### src/rtl/i2c_bp_pkg.sv
package i2c_bp_pkg;
  typedef enum logic [1:0] {
    REG_TX     = 2'd0,
    REG_RX     = 2'd1,
    REG_CTRL   = 2'd2,
    REG_HIDDEN = 2'd3
  } reg_sel_e;
endpackage

### src/rtl/i2c_bp_txhold.sv
module i2c_bp_txhold #(
  parameter int DW = 8
) (
  input  logic          clk,
  input  logic          rst_n,
  input  logic          wr_tx,
  input  logic [DW-1:0] wdata,
  input  logic          take,
  input  logic          lsb_first,
  output logic [DW-1:0] hold_q,
  output logic          tx_empty,
  output logic [DW-1:0] view
);
  logic [DW-1:0] hold_d;
  logic          empty_d, empty_q;
  logic [DW-1:0] rev;

  // mirror image of the held byte for the reversed register view
  for (genvar g = 0; g < DW; g++) begin : g_rev
    assign rev[g] = hold_q[DW-1-g];
  end

  always_comb begin
    hold_d  = hold_q;
    empty_d = empty_q;
    if (take)  empty_d = 1'b1;
    if (wr_tx) begin
      hold_d  = wdata;
      empty_d = 1'b0;   // a fresh write wins over a same-cycle take
    end
  end

  always_ff @(posedge clk or negedge rst_n) begin
    if (!rst_n) begin
      hold_q  <= '1;
      empty_q <= 1'b1;
    end else begin
      hold_q  <= hold_d;
      empty_q <= empty_d;
    end
  end

  assign tx_empty = empty_q;
  assign view     = lsb_first ? rev : hold_q;
endmodule

### src/rtl/i2c_bp_shifter.sv
module i2c_bp_shifter #(
  parameter int DW = 8
) (
  input  logic          clk,
  input  logic          rst_n,
  input  logic          mode_rx,
  input  logic          lsb_first,
  input  logic          shift_strobe,
  input  logic          sample_strobe,
  input  logic          sda_in,
  input  logic          tx_avail,
  input  logic [DW-1:0] tx_data,
  output logic          take,
  output logic          sda_out,
  output logic          rx_done,
  output logic [DW-1:0] rx_byte
);
  localparam int CW = (DW > 1) ? $clog2(DW) : 1;
  localparam logic [CW-1:0] LAST = CW'(DW - 1);

  logic [DW-1:0] sh_q, sh_d, rx_in;
  logic [CW-1:0] cnt_q, cnt_d;
  logic          busy_q, busy_d;
  logic          last, tx_step, rx_step;

  assign last    = (cnt_q == LAST);
  assign tx_step = !mode_rx && busy_q && shift_strobe;
  assign rx_step = mode_rx && sample_strobe;
  assign take    = !mode_rx && tx_avail && (!busy_q || (shift_strobe && last));
  assign rx_in   = lsb_first ? {sda_in, sh_q[DW-1:1]} : {sh_q[DW-2:0], sda_in};
  assign rx_done = rx_step && last;
  assign rx_byte = rx_in;

  always_comb begin
    sh_d   = sh_q;
    cnt_d  = cnt_q;
    busy_d = busy_q;
    if (take) begin
      sh_d   = tx_data;
      cnt_d  = '0;
      busy_d = 1'b1;
    end else if (tx_step) begin
      sh_d   = lsb_first ? (sh_q >> 1) : (sh_q << 1);
      cnt_d  = last ? '0 : cnt_q + 1'b1;
      busy_d = !last;
    end else if (rx_step) begin
      sh_d   = rx_in;
      cnt_d  = last ? '0 : cnt_q + 1'b1;
    end
  end

  always_ff @(posedge clk or negedge rst_n) begin
    if (!rst_n) begin
      sh_q   <= '1;
      cnt_q  <= '0;
      busy_q <= 1'b0;
    end else begin
      sh_q   <= sh_d;
      cnt_q  <= cnt_d;
      busy_q <= busy_d;
    end
  end

  assign sda_out = busy_q ? (lsb_first ? sh_q[0] : sh_q[DW-1]) : 1'b1;
endmodule

### src/rtl/i2c_bp_rxhold.sv
module i2c_bp_rxhold #(
  parameter int DW = 8
) (
  input  logic          clk,
  input  logic          rst_n,
  input  logic          rx_done,
  input  logic [DW-1:0] rx_byte,
  input  logic          rd_rx,
  output logic [DW-1:0] rx_q,
  output logic          rx_full,
  output logic          rx_overrun
);
  logic [DW-1:0] rx_d;
  logic          full_d, full_q, ovr_d, ovr_q;

  always_comb begin
    rx_d   = rx_q;
    full_d = full_q;
    ovr_d  = ovr_q;
    if (rd_rx) begin
      full_d = 1'b0;
      ovr_d  = 1'b0;
    end
    if (rx_done) begin
      if (full_q && !rd_rx) begin
        ovr_d = 1'b1;       // keep the unread byte
      end else begin
        rx_d   = rx_byte;
        full_d = 1'b1;
      end
    end
  end

  always_ff @(posedge clk or negedge rst_n) begin
    if (!rst_n) begin
      rx_q   <= '1;
      full_q <= 1'b0;
      ovr_q  <= 1'b0;
    end else begin
      rx_q   <= rx_d;
      full_q <= full_d;
      ovr_q  <= ovr_d;
    end
  end

  assign rx_full    = full_q;
  assign rx_overrun = ovr_q;
endmodule

### src/rtl/i2c_byte_path.sv
module i2c_byte_path
  import i2c_bp_pkg::*;
#(
  parameter int DW = 8
) (
  input  logic          clk,
  input  logic          rst_n,
  input  logic          wr_en,
  input  logic          rd_en,
  input  logic [1:0]    addr,
  input  logic [DW-1:0] wdata,
  output logic [DW-1:0] rdata,
  input  logic          mode_rx,
  input  logic          shift_strobe,
  input  logic          sample_strobe,
  input  logic          sda_in,
  output logic          sda_out,
  output logic          tx_empty,
  output logic          rx_full,
  output logic          rx_overrun
);
  reg_sel_e      sel;
  logic          wr_tx, wr_ctrl, rd_rx;
  logic          lsb_q, lsb_d;
  logic          tx_take, rx_done;
  logic [DW-1:0] hold_q, tx_view, rx_byte, rx_q;

  assign sel     = reg_sel_e'(addr);
  assign wr_tx   = wr_en && (sel == REG_TX);
  assign wr_ctrl = wr_en && (sel == REG_CTRL);
  assign rd_rx   = rd_en && (sel == REG_RX);

  always_comb begin
    lsb_d = lsb_q;
    if (wr_ctrl) lsb_d = wdata[0];
  end

  always_ff @(posedge clk or negedge rst_n) begin
    if (!rst_n) lsb_q <= 1'b0;
    else        lsb_q <= lsb_d;
  end

  i2c_bp_txhold #(.DW(DW)) u_txh (
    .clk(clk), .rst_n(rst_n), .wr_tx(wr_tx), .wdata(wdata), .take(tx_take),
    .lsb_first(lsb_q), .hold_q(hold_q), .tx_empty(tx_empty), .view(tx_view)
  );

  i2c_bp_shifter #(.DW(DW)) u_sh (
    .clk(clk), .rst_n(rst_n), .mode_rx(mode_rx), .lsb_first(lsb_q),
    .shift_strobe(shift_strobe), .sample_strobe(sample_strobe), .sda_in(sda_in),
    .tx_avail(!tx_empty), .tx_data(hold_q), .take(tx_take), .sda_out(sda_out),
    .rx_done(rx_done), .rx_byte(rx_byte)
  );

  i2c_bp_rxhold #(.DW(DW)) u_rxh (
    .clk(clk), .rst_n(rst_n), .rx_done(rx_done), .rx_byte(rx_byte), .rd_rx(rd_rx),
    .rx_q(rx_q), .rx_full(rx_full), .rx_overrun(rx_overrun)
  );

  always_comb begin
    unique case (sel)
      REG_TX:   rdata = tx_view;
      REG_RX:   rdata = rx_q;
      REG_CTRL: rdata = {{(DW-1){1'b0}}, lsb_q};
      default:  rdata = '0;
    endcase
  end
endmodule

### config.mk
export PLATFORM = sky130hd
export DESIGN_NAME = i2c_byte_path
export DESIGN_NICKNAME = d
export VERILOG_FILES = /design/src/rtl/i2c_bp_pkg.sv /design/src/rtl/i2c_bp_txhold.sv /design/src/rtl/i2c_bp_shifter.sv /design/src/rtl/i2c_bp_rxhold.sv /design/src/rtl/i2c_byte_path.sv
export SDC_FILE = /design/constraint.sdc
export NUM_CORES = 1
export LEC_CHECK = 0
export BUFFER_PORTS_ARGS = -buffer_cell sky130_fd_sc_hd__buf_2
export CAP_MARGIN = 20
export CORE_MARGIN = 10
export CORE_UTILIZATION = 45
export CTS_CLUSTER_SIZE = 12
export DETAILED_ROUTE_END_ITERATION = 8
export PLACE_DENSITY_LB_ADDON = 0.3
export SYNTH_ARGS = -nofsm -noshare
export SYNTH_HDL_FRONTEND = slang
export SYNTH_HIERARCHICAL = 1
export SYNTH_SLANG_ARGS = --single-unit
### constraint.sdc
create_clock -name clk -period 1.7 [get_ports clk]
set_input_delay 0.255 -clock clk [delete_from_list [all_inputs] [get_ports clk]]
set_output_delay 0.255 -clock clk [all_outputs]
set_load 0.01 [all_outputs]
# Yosys cells after proc, flatten, opt, wreduce, memory -nomap -nowiden
# Cells that the tools add are included.
# totals
regBits	32
inputBits	18
elab_cells	59
# classes
n_addsub	1
n_eq_ne	3
n_mux	23
bitwise	1
reduce_logical	22
# op_table
cell	count
two-way mux 8 bit	6
case mux 8 bit (3 select lines)	1
two-way mux 1 bit	12
two-way mux 3 bit	4
logical AND 1 bit	11
logical NOT 1 bit	5
nonzero test 2 bit	2
adder 3 x 1 -> 3 bit (second input constant)	1
== test 3 bit (second input constant)	1
nonzero test 3 bit	1
== test 2 x 1 -> 1 bit (second input constant)	1
== test 2 bit (second input constant)	1
logical NOT 2 bit	1
AND reduction 2 bit	1
logical OR 1 bit	1
inverter 1 bit	1

# Depth between registers and ports, before layout
# logic_depth
ltp_word	6
ltp_mapped	7
ltp_nobuf	5

# By module
# The synthesis kept the hierarchy.
# modules_own_cells
module	n_inst	cells_per_inst	area_per_inst_um2	seq_area_each_um2
i2c_bp_shifter	1	89	854.6	310.3
i2c_bp_txhold	1	28	509.2	236.5
i2c_bp_rxhold	1	23	421.7	260.2
i2c_byte_path	1	26	214.0	25.0

# Worst setup path before layout
# Ideal clock, no wire load.
# synth_timing
path_type	flip-flop to flip-flop
from	reg u_sh.cnt_q[0]
to	reg u_sh.sh_q[1]
setup_time_ns	0.086
arrival_ns	1.595
setup_slack_ns	0.019
path_stages_with_launch	8
path_buffers	2
synth_period_minus_slack_ns	1.681
path_cell_list	dfrtp_1 > ha_1 > ha_1 > a21bo_1 > buf_6 > and2_4 > buf_6 > o31ai_2
# synth_between
elab_chain_cells	5
word_cells_on_any_way	6
# synth_rtl
item	line_no	rtl
start, declared	i2c_bp_shifter.sv:22	logic [CW-1:0] cnt_q, cnt_d;
start signal, assigned	i2c_bp_shifter.sv:59	cnt_q <= cnt_d;
== test 3 bit *	i2c_bp_shifter.sv:26	assign last = (cnt_q == LAST);
logical AND 1 bit *	i2c_bp_shifter.sv:29	assign take = !mode_rx && tx_avail && (!busy_q || (shift_strobe && last));
logical OR 1 bit *	i2c_bp_shifter.sv:29	
logical AND 1 bit *	i2c_bp_shifter.sv:29	
net tx_take	i2c_byte_path.sv:25	logic tx_take, rx_done;
nonzero test 3 bit (no line) or two-way mux 8 bit (tied branches)	-	
end signal, assigned	i2c_bp_shifter.sv:54	sh_q <= '1;
end signal, assigned	i2c_bp_shifter.sv:58	sh_q <= sh_d;
end, declared	i2c_bp_shifter.sv:21	logic [DW-1:0] sh_q, sh_d, rx_in;
# The timed path passes the listed nets; every way through them passes the cells marked *.
# A chain may end at the register's enable or synchronous reset.

# Worst setup path in the final report
# layout_timing
from	reg lsb_q
to	out rdata[6]
# layout_between
elab_chain_cells	2
# layout_rtl
item	line_no	rtl
start, declared	i2c_byte_path.sv:24	logic lsb_q, lsb_d;
start signal, assigned	i2c_byte_path.sv:40	else lsb_q <= lsb_d;
two-way mux 8 bit	i2c_bp_txhold.sv:44	assign view = lsb_first ? rev : hold_q;
net tx_view[6]	i2c_byte_path.sv:26	logic [DW-1:0] hold_q, tx_view, rx_byte, rx_q;
case mux 8 bit (3 select lines)	i2c_byte_path.sv:61	unique case (sel)
end, declared	i2c_byte_path.sv:12	output logic [DW-1:0] rdata,
# The timed path passes the listed nets, and every way through them passes these cells.

==> results by group <==
Cells and area
  • Syn-to-layout area delta: 18.5%
  • # fillers: 394
  • Ant diodes: 0
  • Fin cells: 255
  • Layout Nets: 222
  • Post-route core utilization: 0.548
  • Layout cells sized above 1: 0.601
  • Commonest non-fill, non-tap cell in the layout: buf_2
  • Commonest cells after routing, fill and taps aside: 29 x buf_2, 27 x mux2_4, 25 x dfstp_2, 12 x a21oi_1

Power
  • Sw power: 0.000998 W
  • Clock power frac: 0.185
  • PwrDens: 1360 mW/mm^2
  • Comb pwr share: 0.387
  • Sequential share of power: 0.428
  • Worst vdd ir: 731 uV
  • Cell leakage power: 1.10 nW
  • Int Pwr: 0.00224 W
  • Sw Ratio: 0.308
  • Total power draw: 0.00323 W

GRT
  • Number of global-route vias before repair: 1612
  • M2 GR Usage: 0.222
  • GRT met1 Usage: 0.156
  • Overflow after GRT: 0
  • M3 GR Usage: 0.0413
  • Largest net degree at the start of global routing: 33
  • Initial antenna violation count: 0
  • First-pass GRT wire length: 8.04 mm
  • Gr usage total: 0.133
  • GRT Max-Usage Layer: met2

Setup path
  • Startpoint class of the critical path: flop
  • Worst path cell trace: buf_12 > mux2_4 > mux2i_1 > nor2_1 > buf_2
  • Critical Path AT: 1500 ps
  • Crit-path slowest cell: dfrtp_1
  • CP required: 1440 ps
  • WS Path Type: flop to output pin
  • Critical-path maximum fanout: 10
  • Worst path bufs/invs: 2
  • CP peak stage delay: 410 ps
  • Worst setup EP type: output pin
  • Crit path max-delay family: multiplexers

Run
  • Max-cap violations: 0

Placement
  • Placed insts: 240
  • DP HPWL: 3.19 mm
  • Placer Congestion: 0.791
  • Buffers on Ports: 29

Synthesis
  • Sequential fraction of the synthesis area: 0.416
  • Post-Syn Area: 0.00200 sq mm
  • Yosys warns: 6
  • Netlist cell types: 32
  • Mean Syn Cell Area: 12.0 sq um
  • Mapped Cells: 166
  • #FFs+latches synth: 32
  • Net Count, Synth: 186

Timing
  • Slew HR: 0.511
  • Worst Skew: 4.88 ps
  • Setup TNS Final: -272 ps
  • Slew @ Worst Pin: 733 ps
  • Fmax: 568 MHz
  • Setup violators final: 8
  • Setup ws final: -59.0 ps
  • Final cycle utilization of the critical path: 1.03
  • Period minus WS final: 1760 ps
  • Slew Viols, Final: 0
  • Hold Vio Cnt, Final: 0
  • RSZ-0062 raised after global routing: yes

Clocking
  • Worst skew pair latency: 280 ps
  • CTS root buffer: clkbuf_8
  • CTS Buf Count: 5
  • H-Tree Depth: 2
  • CTS sink cnt: 32
  • Hold buffer count at CTS: 0
  • Clk slew on worst S/H paths: 60 ps
  • CTS tree: built
  • Clk buf depth: 2

Routing
  • DR pass1 iterations: 4
  • WL per Instance: 18.4 um
  • Drc violations: 0
  • Total number of vias: 1410
  • Final WL: 4.70 mm
  • Via-per-instance ratio: 5.53
  • Initial DRC Count: 126
  • Antenna viol nets, final: 0

Floorplan
  • # IOs: 30
  • Cell Rows: 24
  • Total core area: 0.00432 sq mm
  • Initial core utilization: 0.462
  • Die extent in y: 86.7 um
  • DIE AREA: 0.00751 sq mm
  • Die X: 86.7 um

Worst hold path
  • Hold/Removal Path Class: input pin to async pin

Status
  • Status: complete, but fails checks
  • Failing checks: negative setup slack
==> cells in the mapped netlist (all sizes together) <==
| cell type | instances | area share |
|---|---|---|
| and3b | 1 | 0.0050 |
| mux2i | 9 | 0.045 |
| nor2 | 12 | 0.023 |
| o21ba | 1 | 0.0050 |
| a21oi | 12 | 0.030 |
| ha | 2 | 0.013 |
| nand2 | 5 | 0.013 |
| buf | 8 | 0.036 |
| o41ai | 2 | 0.016 |
| nor3 | 8 | 0.020 |
| nor2b | 2 | 0.0063 |
| o31ai | 6 | 0.038 |
| a21bo | 1 | 0.0050 |
| and3 | 1 | 0.0031 |
| nand2b | 2 | 0.010 |
| and2 | 2 | 0.0075 |
| dfstp | 25 | 0.33 |
| nand3 | 11 | 0.028 |
| dfrtp | 7 | 0.088 |
| clkbuf | 4 | 0.0075 |
| o21ai | 5 | 0.013 |
| nor3b | 1 | 0.0038 |
| or2b | 1 | 0.0038 |
| inv | 2 | 0.0038 |
| nand3b | 3 | 0.018 |
| mux2 | 33 | 0.23 |
==> area by class of cell <==
cell class              count  area [sq um]  area share
clock buffers               8          90.1      0.0380
inverters                   2          7.51     0.00317
multi-input cells         121          1110       0.468
flip-flops and latches     32           832       0.351
well taps                  52          65.1      0.0275
repair buffers             40           265       0.112
==> per-stage QoR <==
stage / worst slack [ps] / hold WS (ps) / area [sq um]
after floorplan: 18.6 / -40.6 / 2000
after global placement: 77.1 / 334 / 2180
after detailed placement: 4.21 / 346 / 2180
after CTS: -60.7 / 43.4 / 2330
after global routing: -124 / 81.0 / 2370
final: -59.0 / 30.8 / 2370
==> worst register-to-register path: stages (launching register included) <==
cell	delay (ps)
dfrtp_1	410
buf_4	140
buf_4	120
bufbuf_16	270
mux2_4	210
nor2_2	50
o41ai_4	360
==> state kept, by name, indices dropped and copies added, names as in the netlist <==
signal            cells
u_rxh/rx_full         1
u_sh/busy_q           1
lsb_q                 1
u_sh/sh_q             8
u_rxh/rx_q            8
u_txh/hold_q          8
u_txh/tx_empty        1
u_sh/cnt_q            3
u_rxh/rx_overrun      1
==> per-layer routing <==
layer / part of all wire / up-vias
li1: - / 671
met4: 0.012 / 0
met5: 0 / -
met2: 0.50 / 35
met3: 0.061 / 7
met1: 0.43 / 697
==> what timing repair did <==
| action | in CTS | in global routing |
|---|---|---|
| resized for setup | 1 | 5 |
| gates cloned | 2 | 0 |
| buffers inserted | 3 | 2 |
| setup endpoints to repair | 9 | 11 |
| pin swaps | 0 | 2 |
==> power groups by stage <==
stage	Combinational [W]	Sequential (W)	Clock, W
floorplan	0.000885	0.00132	0
global placement	0.00110	0.00137	0
detailed placement	0.00114	0.00138	0
CTS	0.00121	0.00138	0.000616
global route	0.00136	0.00142	0.000653
finish	0.00125	0.00138	0.000598
==> final timing paths <==
kind | cells after the start | slack [ps] | start | endpoint
worst max-delay path | 5 | -60 | lsb_q$_DFFE_PN0P_ | rdata[6]
worst min-delay path | 1 | 30 | rst_n | lsb_q$_DFFE_PN0P_
worst max register to register | 6 | 50 | lsb_q$_DFFE_PN0P_ | u_sh/sh_q[7]$_DFFE_PN1P_
worst min register to register | 2 | 520 | u_rxh/rx_overrun$_DFF_PN0_ | u_rxh/rx_overrun$_DFF_PN0_
max in group asynchronous | 1 | 1200 | rst_n | u_sh/cnt_q[1]$_DFFE_PN0P_
min in group clk | 2 | 200 | wdata[7] | u_txh/hold_q[7]$_DFFE_PN1P_
==> logic make-up after synthesis <==
group / share of synthesized area
AO/OA/AOI/OAI: 0.106
adder cells (fa/ha/maj): 0.0125
buffers and inverters: 0.0469
flip-flops: 0.416
multiplexers: 0.278
AND/OR/NAND/NOR: 0.140
Note: power is estimated with default switching activity, not from simulation.
